### src/rtl/iss_split_pkg.sv
// Package: shared constants and the operand-role encoding used by the
// overlap splitter. Assumes three operand roles per instruction.
package iss_split_pkg;
    localparam int OPS = 3;

    typedef enum int unsigned {
        OP_SRC0 = 0,
        OP_SRC1 = 1,
        OP_DST  = 2
    } op_role_e;
endpackage

### src/rtl/iss_pair_overlap.sv
// Compares every valid operand of an older slot against every valid
// operand of a younger slot and flags any shared register number.
// Assumes operands with a clear valid bit carry don't-care numbers.
module iss_pair_overlap #(
    parameter int REG_W = 5,
    parameter int OPS   = 3
) (
    input  logic [OPS-1:0]            old_vld,
    input  logic [OPS-1:0][REG_W-1:0] old_idx,
    input  logic [OPS-1:0]            yng_vld,
    input  logic [OPS-1:0][REG_W-1:0] yng_idx,
    output logic                      hit
);
    // Full cross-compare of the two operand sets.
    always_comb begin
        hit = 1'b0;
        for (int a = 0; a < OPS; a++) begin
            for (int b = 0; b < OPS; b++) begin
                if (old_vld[a] && yng_vld[b] && (old_idx[a] == yng_idx[b]))
                    hit = 1'b1;
            end
        end
    end
endmodule

### src/rtl/iss_cut_locate.sv
// Walks the per-slot blocked flags from the oldest slot and stops at the
// first blocked one; produces the binary count and thermometer mask.
// Assumes blocked[0] is only set for an invalid slot 0.
module iss_cut_locate #(
    parameter int SLOTS = 4,
    parameter int CNT_W = 3
) (
    input  logic             go,
    input  logic [SLOTS-1:0] blocked,
    output logic [CNT_W-1:0] cnt,
    output logic [SLOTS-1:0] mask
);
    // Running AND from slot 0 upward, counting surviving slots.
    always_comb begin
        logic run;
        run  = go;
        cnt  = '0;
        mask = '0;
        for (int k = 0; k < SLOTS; k++) begin
            run     = run & ~blocked[k];
            mask[k] = run;
            if (run) cnt = cnt + CNT_W'(1);
        end
    end
endmodule

### src/rtl/iss_out_stage.sv
// Output register for the issue decision, cleared by synchronous
// active-low reset. Assumes the next values are settled before the edge.
module iss_out_stage #(
    parameter int SLOTS = 4,
    parameter int CNT_W = 3
) (
    input  logic             clk,
    input  logic             rst_n,
    input  logic [CNT_W-1:0] cnt_d,
    input  logic [SLOTS-1:0] mask_d,
    output logic [CNT_W-1:0] cnt_q,
    output logic [SLOTS-1:0] mask_q
);
    // Capture the decision, or clear it in reset.
    always_ff @(posedge clk) begin
        if (!rst_n) begin
            cnt_q  <= '0;
            mask_q <= '0;
        end else begin
            cnt_q  <= cnt_d;
            mask_q <= mask_d;
        end
    end
endmodule

### src/rtl/iss_splitter.sv
// Top: decides how many of the offered instructions, counted from the
// oldest, may issue together with no register shared inside the group.
// Assumes slot 0 is the oldest and that upstream re-offers the rest.
module iss_splitter
    import iss_split_pkg::*;
#(
    parameter  int SLOTS = 4,
    parameter  int REG_W = 5,
    localparam int CNT_W = $clog2(SLOTS + 1)
) (
    input  logic                   clk,
    input  logic                   rst_n,
    input  logic                   dn_ready,
    input  logic [SLOTS-1:0]       slot_vld,
    input  logic [SLOTS-1:0]       src0_vld,
    input  logic [SLOTS*REG_W-1:0] src0_idx,
    input  logic [SLOTS-1:0]       src1_vld,
    input  logic [SLOTS*REG_W-1:0] src1_idx,
    input  logic [SLOTS-1:0]       dst_vld,
    input  logic [SLOTS*REG_W-1:0] dst_idx,
    output logic [CNT_W-1:0]       issue_cnt,
    output logic [SLOTS-1:0]       accept_mask
);
    logic [SLOTS-1:0][OPS-1:0]            opv;
    logic [SLOTS-1:0][OPS-1:0][REG_W-1:0] opi;
    logic [SLOTS-1:0][SLOTS-1:0]          conf;
    logic [SLOTS-1:0]                     blocked;
    logic [CNT_W-1:0]                     cnt_d;
    logic [SLOTS-1:0]                     mask_d;

    // Gather each slot's operands into role-indexed arrays.
    for (genvar s = 0; s < SLOTS; s++) begin : g_gather
        assign opv[s][OP_SRC0] = src0_vld[s];
        assign opv[s][OP_SRC1] = src1_vld[s];
        assign opv[s][OP_DST]  = dst_vld[s];
        assign opi[s][OP_SRC0] = src0_idx[s*REG_W +: REG_W];
        assign opi[s][OP_SRC1] = src1_idx[s*REG_W +: REG_W];
        assign opi[s][OP_DST]  = dst_idx[s*REG_W +: REG_W];
    end

    // One comparator block for each older/younger slot pair.
    for (genvar j = 0; j < SLOTS; j++) begin : g_yng
        for (genvar i = 0; i < SLOTS; i++) begin : g_old
            if (i < j) begin : g_cmp
                iss_pair_overlap #(.REG_W(REG_W), .OPS(OPS)) u_cmp (
                    .old_vld (opv[i]),
                    .old_idx (opi[i]),
                    .yng_vld (opv[j]),
                    .yng_idx (opi[j]),
                    .hit     (conf[j][i])
                );
            end else begin : g_none
                assign conf[j][i] = 1'b0;
            end
        end
        assign blocked[j] = ~slot_vld[j] | (|conf[j]);
    end

    iss_cut_locate #(.SLOTS(SLOTS), .CNT_W(CNT_W)) u_cut (
        .go      (dn_ready),
        .blocked (blocked),
        .cnt     (cnt_d),
        .mask    (mask_d)
    );

    iss_out_stage #(.SLOTS(SLOTS), .CNT_W(CNT_W)) u_out (
        .clk    (clk),
        .rst_n  (rst_n),
        .cnt_d  (cnt_d),
        .mask_d (mask_d),
        .cnt_q  (issue_cnt),
        .mask_q (accept_mask)
    );
endmodule

### config.mk
export PLATFORM = sky130hd
export DESIGN_NAME = iss_splitter
export DESIGN_NICKNAME = d
export VERILOG_FILES = /design/src/rtl/iss_split_pkg.sv /design/src/rtl/iss_pair_overlap.sv /design/src/rtl/iss_cut_locate.sv /design/src/rtl/iss_out_stage.sv /design/src/rtl/iss_splitter.sv
export SDC_FILE = /design/constraint.sdc
export NUM_CORES = 1
export LEC_CHECK = 0
export BUFFER_PORTS_ARGS = -buffer_cell sky130_fd_sc_hd__buf_2
export CAP_MARGIN = 5
export CORE_ASPECT_RATIO = 1.2
export CORE_MARGIN = 1
export CORE_UTILIZATION = 36
export DETAILED_ROUTE_END_ITERATION = 8
export GPL_TIMING_DRIVEN = 0
export HOLD_SLACK_MARGIN = 0.08
export PLACE_DENSITY = 0.57
export SYNTH_ARGS = -nofsm -noshare
export SYNTH_HDL_FRONTEND = slang
export SYNTH_SLANG_ARGS = --single-unit
### constraint.sdc
create_clock -name clk -period 2.8 [get_ports clk]
set_input_delay 0.56 -clock clk [delete_from_list [all_inputs] [get_ports clk]]
set_output_delay 0.56 -clock clk [all_outputs]
set_load 0.02 [all_outputs]
# Yosys cells after proc, flatten, opt, wreduce, memory -nomap -nowiden
# Cells that the tools add are included.
# op_classes
n_addsub	3
eq_ne	54
muxes	58
bitwise_logic	13
reduce_logical	110
# ops
operator	count
5-bit == test	54
1-bit logical AND	108
1-bit 2-to-1 mux	55
3-bit 2-to-1 mux	3
3-bit by 1-bit adder with 3-bit output, second input constant	2
1-bit inverter	6
1-bit AND	4
1-bit bitwise OR	3
3-bit OR reduction	1
1-bit by 1-bit adder with 2-bit output, second input constant	1
2-bit OR reduction	1
# word_totals
regBits	7
inputBits	79
out_inout_bits	7
wordCells	240

# Longest topological paths before layout
# logic_depth
word_depth	19
ltp_mapped	11
mapped_depth_nobuf	10

# Modules after synthesis
# A second synthesis with hierarchy kept.
# hier_totals
cells_unflattened	436
area_unflattened_um2	3504.6
# by_module_without_submodules
mod	instances	cells_per_inst	area_per_inst_um2	seq_area_each_um2
iss_pair_overlap	6	67	528.0	0.0
iss_out_stage	1	14	183.9	140.1
iss_cut_locate	1	16	123.9	0.0
iss_splitter	1	4	28.8	0.0

# Least setup slack after synthesis
# OpenSTA, ideal clock, no wires.
# synth_timing
kind	input to register
from	in src1_idx[0]
to	reg u_out.cnt_q[1]
setup_time_ns	0.120
t_arrival_ns	2.172
required_time_ns	2.680
setup_slack_ns	0.508
path_stages	10
n_path_buf	1
cell_sequence	buf_4 xor2_1 nor4_1 nand4_1 nand4_1 or3_4 a21oi_1 nor2_1 ha_1 o31a_1
# synth_via
elab_chain_len	16
elab_cells_between_ends	52
cone_classes	add/sub (2); eq/ne (9); mux (21); bitwise (9); reduce/logical (11)
# synth_rtl
element	line	source
start, declared	iss_splitter.sv:18	input logic [SLOTS*REG_W-1:0] src1_idx,
5-bit == test	iss_pair_overlap.sv:19	if (old_vld[a] && yng_vld[b] && (old_idx[a] == yng_idx[b]))
1-bit logical AND	iss_pair_overlap.sv:19	
1-bit 2-to-1 mux (6 in a row)	iss_pair_overlap.sv:19	
1-bit bitwise OR	iss_splitter.sv:56	assign blocked[j] = ~slot_vld[j] | (|conf[j]);
1-bit inverter	iss_cut_locate.sv:20	run = run & ~blocked[k];
1-bit AND	iss_cut_locate.sv:20	
3-bit 2-to-1 mux	iss_cut_locate.sv:22	if (run) cnt = cnt + CNT_W'(1);
3-bit by 1-bit adder with 3-bit output	iss_cut_locate.sv:22	
3-bit 2-to-1 mux	iss_cut_locate.sv:22	
3-bit by 1-bit adder with 3-bit output	iss_cut_locate.sv:22	
3-bit 2-to-1 mux (*)	iss_cut_locate.sv:22	
end signal, assigned	iss_out_stage.sv:20	cnt_q <= cnt_d;
end, declared	iss_out_stage.sv:11	output logic [CNT_W-1:0] cnt_q,
# Mark *: on every way between the ends. The rest lies on a longest branch, timed or not.
# A chain may end at the register's enable or synchronous reset.

# Worst setup path after layout
# layout_timing
from	in src1_idx[12]
to	reg u_out.cnt_q[1]
# layout_via
elab_chain_len	17
elab_cells_between_ends	51
cone_classes	add/sub (1); eq/ne (9); mux (24); bitwise (6); reduce/logical (11)
# layout_rtl
element	line
5-bit == test	iss_pair_overlap.sv:19
1-bit logical AND	iss_pair_overlap.sv:19
1-bit 2-to-1 mux (8 in a row)	iss_pair_overlap.sv:19
2-bit OR reduction	iss_splitter.sv:56
1-bit bitwise OR	iss_splitter.sv:56
1-bit inverter	iss_cut_locate.sv:20
1-bit AND	iss_cut_locate.sv:20
3-bit 2-to-1 mux	iss_cut_locate.sv:22
3-bit by 1-bit adder with 3-bit output	iss_cut_locate.sv:22
3-bit 2-to-1 mux (*)	iss_cut_locate.sv:22
# Marked as above.

==> metrics.txt <==
status=finished, violations left; failing checks=design-rule violations; CTS tree=built; Total Wirelength=14,900 um; synth unique cells=27; die height=117 um; DP Worst Slack=0.280 ns; buffers and inverters on the worst path=1; RSZ-0062 raised after global routing=no; share of post-route cells with drive strength above 1=16.2%; clk slew on worst S/H paths=0.03 ns; Die Wd=97.9 um; CTS Hold Buffers Added=0; Hold Path Class=input pin to flop; number of nets in the layout=592; # IOs=86; maximum number of pins on one net before global-route repair=10; Setup crit end kind=flop; post-route worst setup slack=0.472 ns; routed length per placed instance=23.3 um; Final Non-Filler Cells=640; Seq/Total Area, Yosys=3.52%; ANT nets after route=0; post-DP HPWL=10,400 um; Longest Clk Path Bufs=2; first-pass GRT wire length=22,100 um; via count=3,816; number of antenna diodes=0; kind of critical path=input pin to flop; slowest cell delay on critical path=0.30 ns; slowest CP cell=o31a_1; syn nets=574; area leader, netlist=xor2_1; crit path cell chain=buf_4 > xor2_1 > nor4_1 > nand4_1 > nand4_1 > nor2_1 > a21oi_1 > nor2_1 > ha_1 > o31a_1; Placement Cell Area=0.00420 mm2; max_cap viols=0; Starting Density=37.4%; RePlAce Congestion=0.987; number of global-route vias before repair=3,688; Tightest Pin Transition=0.648 ns; row cnt=41; WP data required=2.91 ns; synthesis-stage register bit count=7; Lkg Pwr=1.70 nW; Root Driver=clkbuf_16; Cells on Worst Hold Path=2; cell area after layout=0.00428 mm2; cell area after synthesis=0.00398 mm2; Power per Cell Area=241 mW/mm2; Post-Place Cells=636; Slew Limit Fails=0; most frequent cells in the layout=212 x xor2_1, 67 x nand4_1, 58 x xnor2_1, 54 x nor4_1, 45 x buf_4; Crit path max-delay family=simple AND/OR/NAND/NOR gates; Final Cycle Share=83.2%; core box area=0.0106 mm2; min cycle time layout=2.33 ns; # setup viols final=0; Final Hold Fails=0; antenna violations before repair=0; WP data arrival=2.44 ns; setup TNS=0 ns; number of port buffers=13; htree depth=1; DRT iter0 DRCs=286; Setup Buffers After CTS=0; crit path max fanout=9; Hold Path Origin=slot_vld[0]; Slew headroom=56.8%; Synth-to-Final Area Change=7.68%; most area-consuming cells after synthesis=xor2_1 47%, xnor2_1 13%, nand4_1 11%; CP startpoint kind=input pin; maximum vdd ir drop=0.357 mV; GRT Total Usage=25.5%; Post-CTS Resized=0; drt first pass iters=7; gr ovfl total=0; worst hold endpoint=u_out.mask_q[0]; Num CTS Buffers=3; Max Clk Rate=429 MHz; commonest non-fill, non-tap cell in the layout=xor2_1; hold slack final=0.684 ns; Avg Cell Area, Syn=8.05 um2; Cells after Synth=494; share of Yosys cell area claimed by the top area cell type=46.7%; die footprint=0.0115 mm2; Clock Sinks=7; Synth warnings=0; Via density=5.96; DRC viols=6
## synth_stat cells (all sizes together)
master and count:
xor2 212, and3 2, buf 61, ha 1
inv 1, nand2 3, nand2b 1, nor4 55
nand4 67, dfxtp 7, clkbuf 11, a21oi 1
o31a 1, nor2 4, or3 1, nand3 2
xnor2 58, o21ai 1, nor3 3, clkinv 1
a22o 1
## cell type report
cell class / count / area, um2
Buffer: 72 / 546
Clock buffer: 4 / 78.8
Fill cell: 1107 / 6340
Inverter: 2 / 7.51
Multi-Input combinational cell: 413 / 3280
Sequential cell: 7 / 140
Tap cell: 129 / 161
Timing Repair Buffer: 13 / 65.1
## registers in the layout, indices dropped and copies added, names as in the netlist
register      flops
u_out.cnt_q       3
u_out.mask_q      4
## per-stage QoR
| stage | power, mW | utilization [%] |
|---|---|---|
| after floorplan | 0.639 | - |
| after global placement | 0.762 | 39.6 |
| after detailed placement | 0.783 | 39.6 |
| after CTS | 1.03 | 40.3 |
| after global routing | 1.09 | 40.3 |
| final | 1.03 | 40.3 |
## layer usage
metal	vias to the layer above	wire length [um]	GRT usage (%)
met2	210	7400	46.2
li1	1705	-	-
met1	1852	5850	30.2
met5	-	0	0
met3	49	918	1.43
met4	0	763	14.5
## power breakdown
part	total [mW]	internal [mW]	switching [mW]
clock	0.238	0.189	0.0488
sequential	0.104	0.103	0.000581
combinational	0.691	0.277	0.414
total	1.03	0.569	0.463
## cell families (layout without fill, tap and decap cells)
logic type / Yosys count / after routing / synth area share [%]
DFF: 7 / 7 / 3.52
buffers and inverters: 74 / 91 / 13.9
xor gates and xnor gates: 270 / 270 / 59.5
adders and majority gates: 1 / 1 / 0.315
and+or+nand+nor: 138 / 138 / 22.0
AOI/OAI and AO/OA: 4 / 4 / 0.818
## how the worst max path moves through the flow
| stage | startpoint | to | cells after the start |
|---|---|---|---|
| detailed placement | dst_idx[2] | u_out.cnt_q[1] | 10 |
| global route | src0_idx[5] | u_out.cnt_q[1] | 10 |
| CTS | dst_idx[2] | u_out.cnt_q[1] | 10 |
| finish | src1_idx[12] | u_out.cnt_q[1] | 10 |
| floorplan | src1_idx[0] | u_out.cnt_q[1] | 10 |
| global placement | dst_idx[2] | u_out.cnt_q[1] | 10 |
Note: power is estimated with default switching activity, not from simulation.
